## config.mk

```make
export PLATFORM = sky130hd
export DESIGN_NAME = adc_scan_addr_gen
export DESIGN_NICKNAME = d
export VERILOG_FILES = /design/src/rtl/adc_scan_pkg.sv /design/src/rtl/scan_sequencer.sv /design/src/rtl/step_counters.sv /design/src/rtl/offset_unit.sv /design/src/rtl/adc_scan_addr_gen.sv
export SDC_FILE = /design/constraint.sdc
export NUM_CORES = 1
export LEC_CHECK = 0
export BUFFER_PORTS_ARGS = -buffer_cell sky130_fd_sc_hd__clkbuf_2
export CORE_MARGIN = 2
export CORE_UTILIZATION = 45
export CTS_CLUSTER_SIZE = 14
export DETAILED_ROUTE_END_ITERATION = 6
export GPL_ROUTABILITY_DRIVEN = 1
export HOLD_SLACK_MARGIN = 0.06
export PLACE_DENSITY_LB_ADDON = 0.15
export SYNTH_ARGS = -nofsm -noshare
export SYNTH_HDL_FRONTEND = slang
export SYNTH_SLANG_ARGS = --single-unit
```

## constraint.sdc

```tcl
create_clock -name clk -period 8.25 [get_ports clk]
set_input_delay 1.65 -clock clk [delete_from_list [all_inputs] [get_ports clk]]
set_output_delay 1.65 -clock clk [all_outputs]
set_load 0.1 [all_outputs]
```

## src/rtl/adc_scan_pkg.sv

```systemverilog
package adc_scan_pkg;
  typedef enum logic {
    MODE_CHAN_INDEXED = 1'b0,
    MODE_SEQUENTIAL   = 1'b1
  } addr_mode_e;
endpackage

```

## src/rtl/scan_sequencer.sv

```systemverilog
module scan_sequencer #(
  parameter int NUM_CH = 16,
  parameter int CH_W   = (NUM_CH > 1) ? $clog2(NUM_CH) : 1
) (
  input  logic              clk,
  input  logic              rst_n,
  input  logic [NUM_CH-1:0] mask,
  input  logic              step,
  input  logic              restart,
  output logic [CH_W-1:0]   cur_ch,
  output logic              wrap,
  output logic              any_en
);
  logic [CH_W-1:0] pos_q;
  logic [CH_W-1:0] lowest;
  logic [CH_W-1:0] eff;
  logic [CH_W-1:0] nxt;
  logic [CH_W:0]   above_pos;
  logic [CH_W:0]   above_eff;

  // {found, index} of the first set bit strictly above x
  function automatic logic [CH_W:0] first_above(input logic [NUM_CH-1:0] m,
                                                input logic [CH_W-1:0]   x);
    logic [CH_W:0] r;
    r = '0;
    for (int i = NUM_CH - 1; i >= 0; i--) begin
      if (m[i] && (i > int'(x))) r = {1'b1, CH_W'(i)};
    end
    return r;
  endfunction

  always_comb begin
    lowest = '0;
    for (int i = NUM_CH - 1; i >= 0; i--) begin
      if (mask[i]) lowest = CH_W'(i);
    end
  end

  assign any_en    = |mask;
  assign above_pos = first_above(mask, pos_q);
  assign eff       = mask[pos_q] ? pos_q : (above_pos[CH_W] ? above_pos[CH_W-1:0] : lowest);
  assign above_eff = first_above(mask, eff);
  assign wrap      = ~above_eff[CH_W];
  assign nxt       = wrap ? lowest : above_eff[CH_W-1:0];
  assign cur_ch    = eff;

  always_ff @(posedge clk) begin
    if (!rst_n) begin
      pos_q <= '0;
    end else if (step) begin
      pos_q <= restart ? '0 : nxt;
    end
  end
endmodule

```

## src/rtl/step_counters.sv

```systemverilog
module step_counters #(
  parameter int SLOT_W = 3,
  parameter int CNT_W  = 8
) (
  input  logic              clk,
  input  logic              rst_n,
  input  logic              step,
  input  logic              wrap,
  input  logic [SLOT_W-1:0] slots,
  input  logic [CNT_W-1:0]  blen,
  output logic [CNT_W-1:0]  conv_cnt,
  output logic [SLOT_W-1:0] sweep,
  output logic [SLOT_W-1:0] slots_eff,
  output logic              last
);
  logic [CNT_W-1:0]  cnt_q;
  logic [SLOT_W-1:0] sweep_q;
  logic [CNT_W-1:0]  blen_eff;
  logic [SLOT_W:0]   sweep_inc;

  assign slots_eff = (slots == '0) ? SLOT_W'(1) : slots;
  assign blen_eff  = (blen == '0) ? CNT_W'(1) : blen;
  assign last      = ({1'b0, cnt_q} + (CNT_W+1)'(1)) >= {1'b0, blen_eff};
  assign sweep_inc = {1'b0, sweep_q} + (SLOT_W+1)'(1);
  assign conv_cnt  = cnt_q;
  assign sweep     = sweep_q;

  always_ff @(posedge clk) begin
    if (!rst_n) begin
      cnt_q   <= '0;
      sweep_q <= '0;
    end else if (step) begin
      if (last) begin
        cnt_q   <= '0;
        sweep_q <= '0;
      end else begin
        cnt_q <= cnt_q + CNT_W'(1);
        if (wrap) begin
          sweep_q <= (sweep_inc >= {1'b0, slots_eff}) ? '0 : sweep_inc[SLOT_W-1:0];
        end
      end
    end
  end
endmodule

```

## src/rtl/offset_unit.sv

```systemverilog
module offset_unit
  import adc_scan_pkg::*;
#(
  parameter int CH_W   = 4,
  parameter int SLOT_W = 3,
  parameter int CNT_W  = 8,
  parameter int ADDR_W = 16
) (
  input  addr_mode_e        mode,
  input  logic [CH_W-1:0]   ch,
  input  logic [SLOT_W-1:0] slots,
  input  logic [SLOT_W-1:0] sweep,
  input  logic [CNT_W-1:0]  conv_cnt,
  input  logic [ADDR_W-1:0] base,
  output logic [ADDR_W-1:0] addr
);
  localparam int IDX_W = CH_W + SLOT_W;
  localparam int OFF_W = (CNT_W > IDX_W) ? CNT_W : IDX_W;

  logic [OFF_W-1:0] chan_off;
  logic [OFF_W-1:0] seq_off;
  logic [OFF_W-1:0] off;

  assign chan_off = OFF_W'(ch) * OFF_W'(slots) + OFF_W'(sweep);
  assign seq_off  = OFF_W'(conv_cnt);

  generate
    if (OFF_W >= ADDR_W) begin : g_trunc
      always_comb begin
        off  = (mode == MODE_SEQUENTIAL) ? seq_off : chan_off;
        addr = base + off[ADDR_W-1:0];
      end
    end else begin : g_ext
      always_comb begin
        off  = (mode == MODE_SEQUENTIAL) ? seq_off : chan_off;
        addr = base + ADDR_W'(off);
      end
    end
  endgenerate
endmodule

```

## src/rtl/adc_scan_addr_gen.sv

```systemverilog
module adc_scan_addr_gen
  import adc_scan_pkg::*;
#(
  parameter int NUM_CH = 16,
  parameter int SLOT_W = 3,
  parameter int CNT_W  = 8,
  parameter int ADDR_W = 16,
  parameter int DATA_W = 12,
  localparam int CH_W  = (NUM_CH > 1) ? $clog2(NUM_CH) : 1
) (
  input  logic              clk,
  input  logic              rst_n,
  input  logic [NUM_CH-1:0] ch_mask,
  input  logic              seq_mode,
  input  logic [SLOT_W-1:0] slots_per_ch,
  input  logic [CNT_W-1:0]  blk_len,
  input  logic [ADDR_W-1:0] base_addr,
  output logic [CH_W-1:0]   adc_ch,
  input  logic              res_valid,
  output logic              res_ready,
  input  logic [DATA_W-1:0] res_data,
  output logic              wr_valid,
  input  logic              wr_ready,
  output logic [ADDR_W-1:0] wr_addr,
  output logic [DATA_W-1:0] wr_data,
  output logic              blk_done
);
  logic              accept;
  logic              step;
  logic              wrap;
  logic              any_en;
  logic              last;
  logic [CH_W-1:0]   cur_ch;
  logic [CNT_W-1:0]  conv_cnt;
  logic [SLOT_W-1:0] sweep;
  logic [SLOT_W-1:0] slots_eff;
  logic [ADDR_W-1:0] next_addr;
  addr_mode_e        mode;

  logic              wv_q;
  logic              wlast_q;
  logic [ADDR_W-1:0] waddr_q;
  logic [DATA_W-1:0] wdata_q;

  assign mode      = addr_mode_e'(seq_mode);
  assign res_ready = ~wv_q | wr_ready;
  assign accept    = res_valid & res_ready;
  assign step      = accept & any_en;

  scan_sequencer #(.NUM_CH(NUM_CH), .CH_W(CH_W)) u_seq (
    .clk     (clk),
    .rst_n   (rst_n),
    .mask    (ch_mask),
    .step    (step),
    .restart (last),
    .cur_ch  (cur_ch),
    .wrap    (wrap),
    .any_en  (any_en)
  );

  step_counters #(.SLOT_W(SLOT_W), .CNT_W(CNT_W)) u_cnt (
    .clk       (clk),
    .rst_n     (rst_n),
    .step      (step),
    .wrap      (wrap),
    .slots     (slots_per_ch),
    .blen      (blk_len),
    .conv_cnt  (conv_cnt),
    .sweep     (sweep),
    .slots_eff (slots_eff),
    .last      (last)
  );

  offset_unit #(.CH_W(CH_W), .SLOT_W(SLOT_W), .CNT_W(CNT_W), .ADDR_W(ADDR_W)) u_off (
    .mode     (mode),
    .ch       (cur_ch),
    .slots    (slots_eff),
    .sweep    (sweep),
    .conv_cnt (conv_cnt),
    .base     (base_addr),
    .addr     (next_addr)
  );

  always_ff @(posedge clk) begin
    if (!rst_n) begin
      wv_q    <= 1'b0;
      wlast_q <= 1'b0;
      waddr_q <= '0;
      wdata_q <= '0;
    end else if (step) begin
      wv_q    <= 1'b1;
      wlast_q <= last;
      waddr_q <= next_addr;
      wdata_q <= res_data;
    end else if (wr_ready) begin
      wv_q    <= 1'b0;
      wlast_q <= 1'b0;
    end
  end

  assign adc_ch   = cur_ch;
  assign wr_valid = wv_q;
  assign wr_addr  = waddr_q;
  assign wr_data  = wdata_q;
  assign blk_done = wv_q & wr_ready & wlast_q;
endmodule

```

==> run metrics <==
layout overhead on the synthesized area 13.00%; number of global-route vias before repair 4559; largest family of logic cells by synthesized area compound AO/OA/AOI/OAI gates; measured slew at the worst slew-check pin around 0.98 ns; Post-Synth XOR/XNOR Area 4.350%; DRC 0; area leader, netlist dfxtp_1; status completed; IO buf count 94; synthesized cell area 4631 sq um; Distinct cells, synth 89; Clock Root Buffer clkbuf_8; fin nets 778; gpl congestion 0.9020; synth cell count leaders nand2_1, a21oi_1, nor2_1, dfxtp_1, o21ai_0; Leak around 2.4 nW; total power draw 1.661 mW; CORE AREA 10140 sq um; number of cell rows 37; simple-gate share of the synthesized area between 20 and 25%; Peak VDD IR 263.1 uV; DRT Pass-1 Iters 5; DIE WIDTH 105.4 microns; Total GRT Usage 24.16%; register clock-pin slew on the reported worst setup and hold paths ~0.080 ns; number of synthesized register bits 45; Setup TNS 0 ns; first-pass GRT wire length 22110 microns; Synth Area in Adders 11.35%; syn avg cell area 7.591 sq um; Final Cycle Share ~92%; CTS tree done; Crit. End Element register; Req. time, crit path ~8.5 ns; die area around 11000 sq um; Sink Count 45; clk_skew approximately 0.0043 ns; GRT overflow 0; count of final setup violators 0; register area 900.9 sq um; final setup margin 0.6432 ns; arrival time at the worst endpoint between 7 and 8 ns; count of cells resized by post-cts repair 0; DR vias 4749; final core occ between 50% and 60%; Fill cells approximately 1.0k; most used standard cell by instance count after synthesis nand2_1; Post-Syn Nets 709; drt wl/cell 16.34 microns; Cells after Synth 610; Final Critical Period 7.607 ns; # Post-CTS Setup Buffers 0; pre-CTS WS 0.4594 ns; post-synthesis compound-gate area fraction approximately 31%; post-synthesis mux area share between 2 and 3%; Max Buffers Root-to-Sink 2; fmax around 130 MHz; cts bufs inserted 5; hold-fix buffers at CTS 0; RSZ-0062 raised after global routing false; largest net degree at the start of global routing 46; Relative slew margins 34.15%; Setup crit start kind input port; starting density of the core 45.67%; DR iter-0 viols just under 200; share of cells above drive strength 1 21.18%; initial antenna violation count 0; pwr/cell area approximately 320 nW/um^2; CP max FO 17; Die H 105.4 microns; num ports 95; Fin. Hold Viols 0; fin. max-slew vios 0; max capacitance violation total 0; final wirelength ~13000 microns; Syn. warnings 0; Detail Route Antenna Nets 0; htree depth 2; vias per cell roughly 5.8; WS Path Type input port to register; Synth top area share 19.45%; share of flip-flops with an asynchronous set or reset 0%; area of the multi-input gates 3398 sq um; hold_ws 0.4589 ns; clk_lat worst skew 0.31 ns; Post-synth EDFFs 0; Area contributors post-synth dfxtp_1, ha_1, a21oi_1; # diodes 0; Post-synth top flop dfxtp_1; Seq/Total Area, Yosys between 10% and 20%; post-DP HPWL 10190 microns; Hold WC Path Type register to register
## flip-flops by register name (all words and copies together), names as in the netlist
name and count:
wr_addr 16, u_seq.pos_q 4, u_cnt.conv_cnt 8, wlast_q 1
u_cnt.sweep 3, wr_data 12, wr_valid 1
## per-layer routing
layer | GRT usage [%] | routed length (microns) | vias up
met5 | 0 | 0 | -
met1 | 30.04 | 5691 | 2241
met3 | 4.886 | 938 | 21
li1 | - | - | 2331
met2 | 41.57 | 6426 | 156
met4 | 8.000 | 274 | 0
## critical path: stages
cell      delay (ns)
clkbuf_2        0.20
nor2_1          0.32
a21oi_1         0.12
nor4b_1         0.68
a221oi_4        0.18
or2_1           0.41
inv_6           0.19
nand2_1         0.11
fa_1            0.53
inv_1           0.06
fa_1            0.49
ha_1            0.30
a21o_1          0.15
a21oi_1         0.21
o21ai_0         0.11
a21oi_1         0.17
xor2_1          0.16
o21ai_0         0.13
ha_1            0.35
nand2_1         0.05
o21ai_0         0.21
and2_1          0.19
o21ai_0         0.12
nor2_1          0.21
nand4_1         0.14
xor2_1          0.16
a211oi_1        0.21
## metrics by stage
| stage | std cells | area, sq um |
|---|---|---|
| final | 816 | 5233 |
| after global routing | 816 | 5233 |
| after CTS | 816 | 5233 |
| after detailed placement | 808 | 5121 |
| after global placement | 808 | 5121 |
| after floorplan | 610 | 4631 |
## power breakdown
part           leakage [nW]  switching (mW)  internal (mW)  total [mW]
clock network        0.0554          0.0792         0.0910       0.170
registers             0.369          0.0536          0.244       0.298
logic                  1.95           0.815          0.379        1.19
total                  2.38           0.948          0.714        1.66
## layout by cell type, fill, tap and decap left out, types with 6 or more instances in the layout
cell / Yosys / layout
dfxtp_1: 45 / 45
buf_4: 2 / 6
ha_1: 34 / 34
nand2_1: 83 / 83
a21oi_1: 63 / 63
nand3_1: 12 / 12
o21ai_0: 36 / 36
inv_1: 32 / 32
a211oi_1: 15 / 15
xnor2_1: 8 / 8
nand3b_1: 8 / 8
nor2b_1: 11 / 10
and2_1: 7 / 7
nor3_1: 6 / 6
clkbuf_2: 0 / 94
nor2_1: 47 / 47
nand2b_1: 12 / 12
a21o_1: 10 / 10
xor2_1: 15 / 15
o21ai_1: 6 / 6
and3_1: 10 / 10
## logic make-up after synthesis
kind of cell,after synthesis
fa+ha+maj,39
mux,8
buf+inv,73
compound gates,200
xor+xnor,23
simple gates,222
flops,45
## area by class of cell
type	count	share of cell area, %
clock buffer	6	1.387
clock inverter	2	0.7413
inverter	35	2.606
multi-input combinational	492	64.94
sequential	45	17.22
tap	136	3.252
timing repair buffer	100	9.852
## worst paths after layout
path | endpoint | slack, ns | cells after the start | startpoint
max | wr_addr[15] | 0.64 | 27 | ch_mask[9]
min | wr_data[10] | 0.46 | 2 | wr_data[10]
max reg2reg | wr_addr[15] | 1.37 | 27 | u_seq.pos_q[3]
min reg2reg | wr_data[10] | 0.46 | 2 | wr_data[10]
No activity file was read; power rests on OpenSTA's default activity.
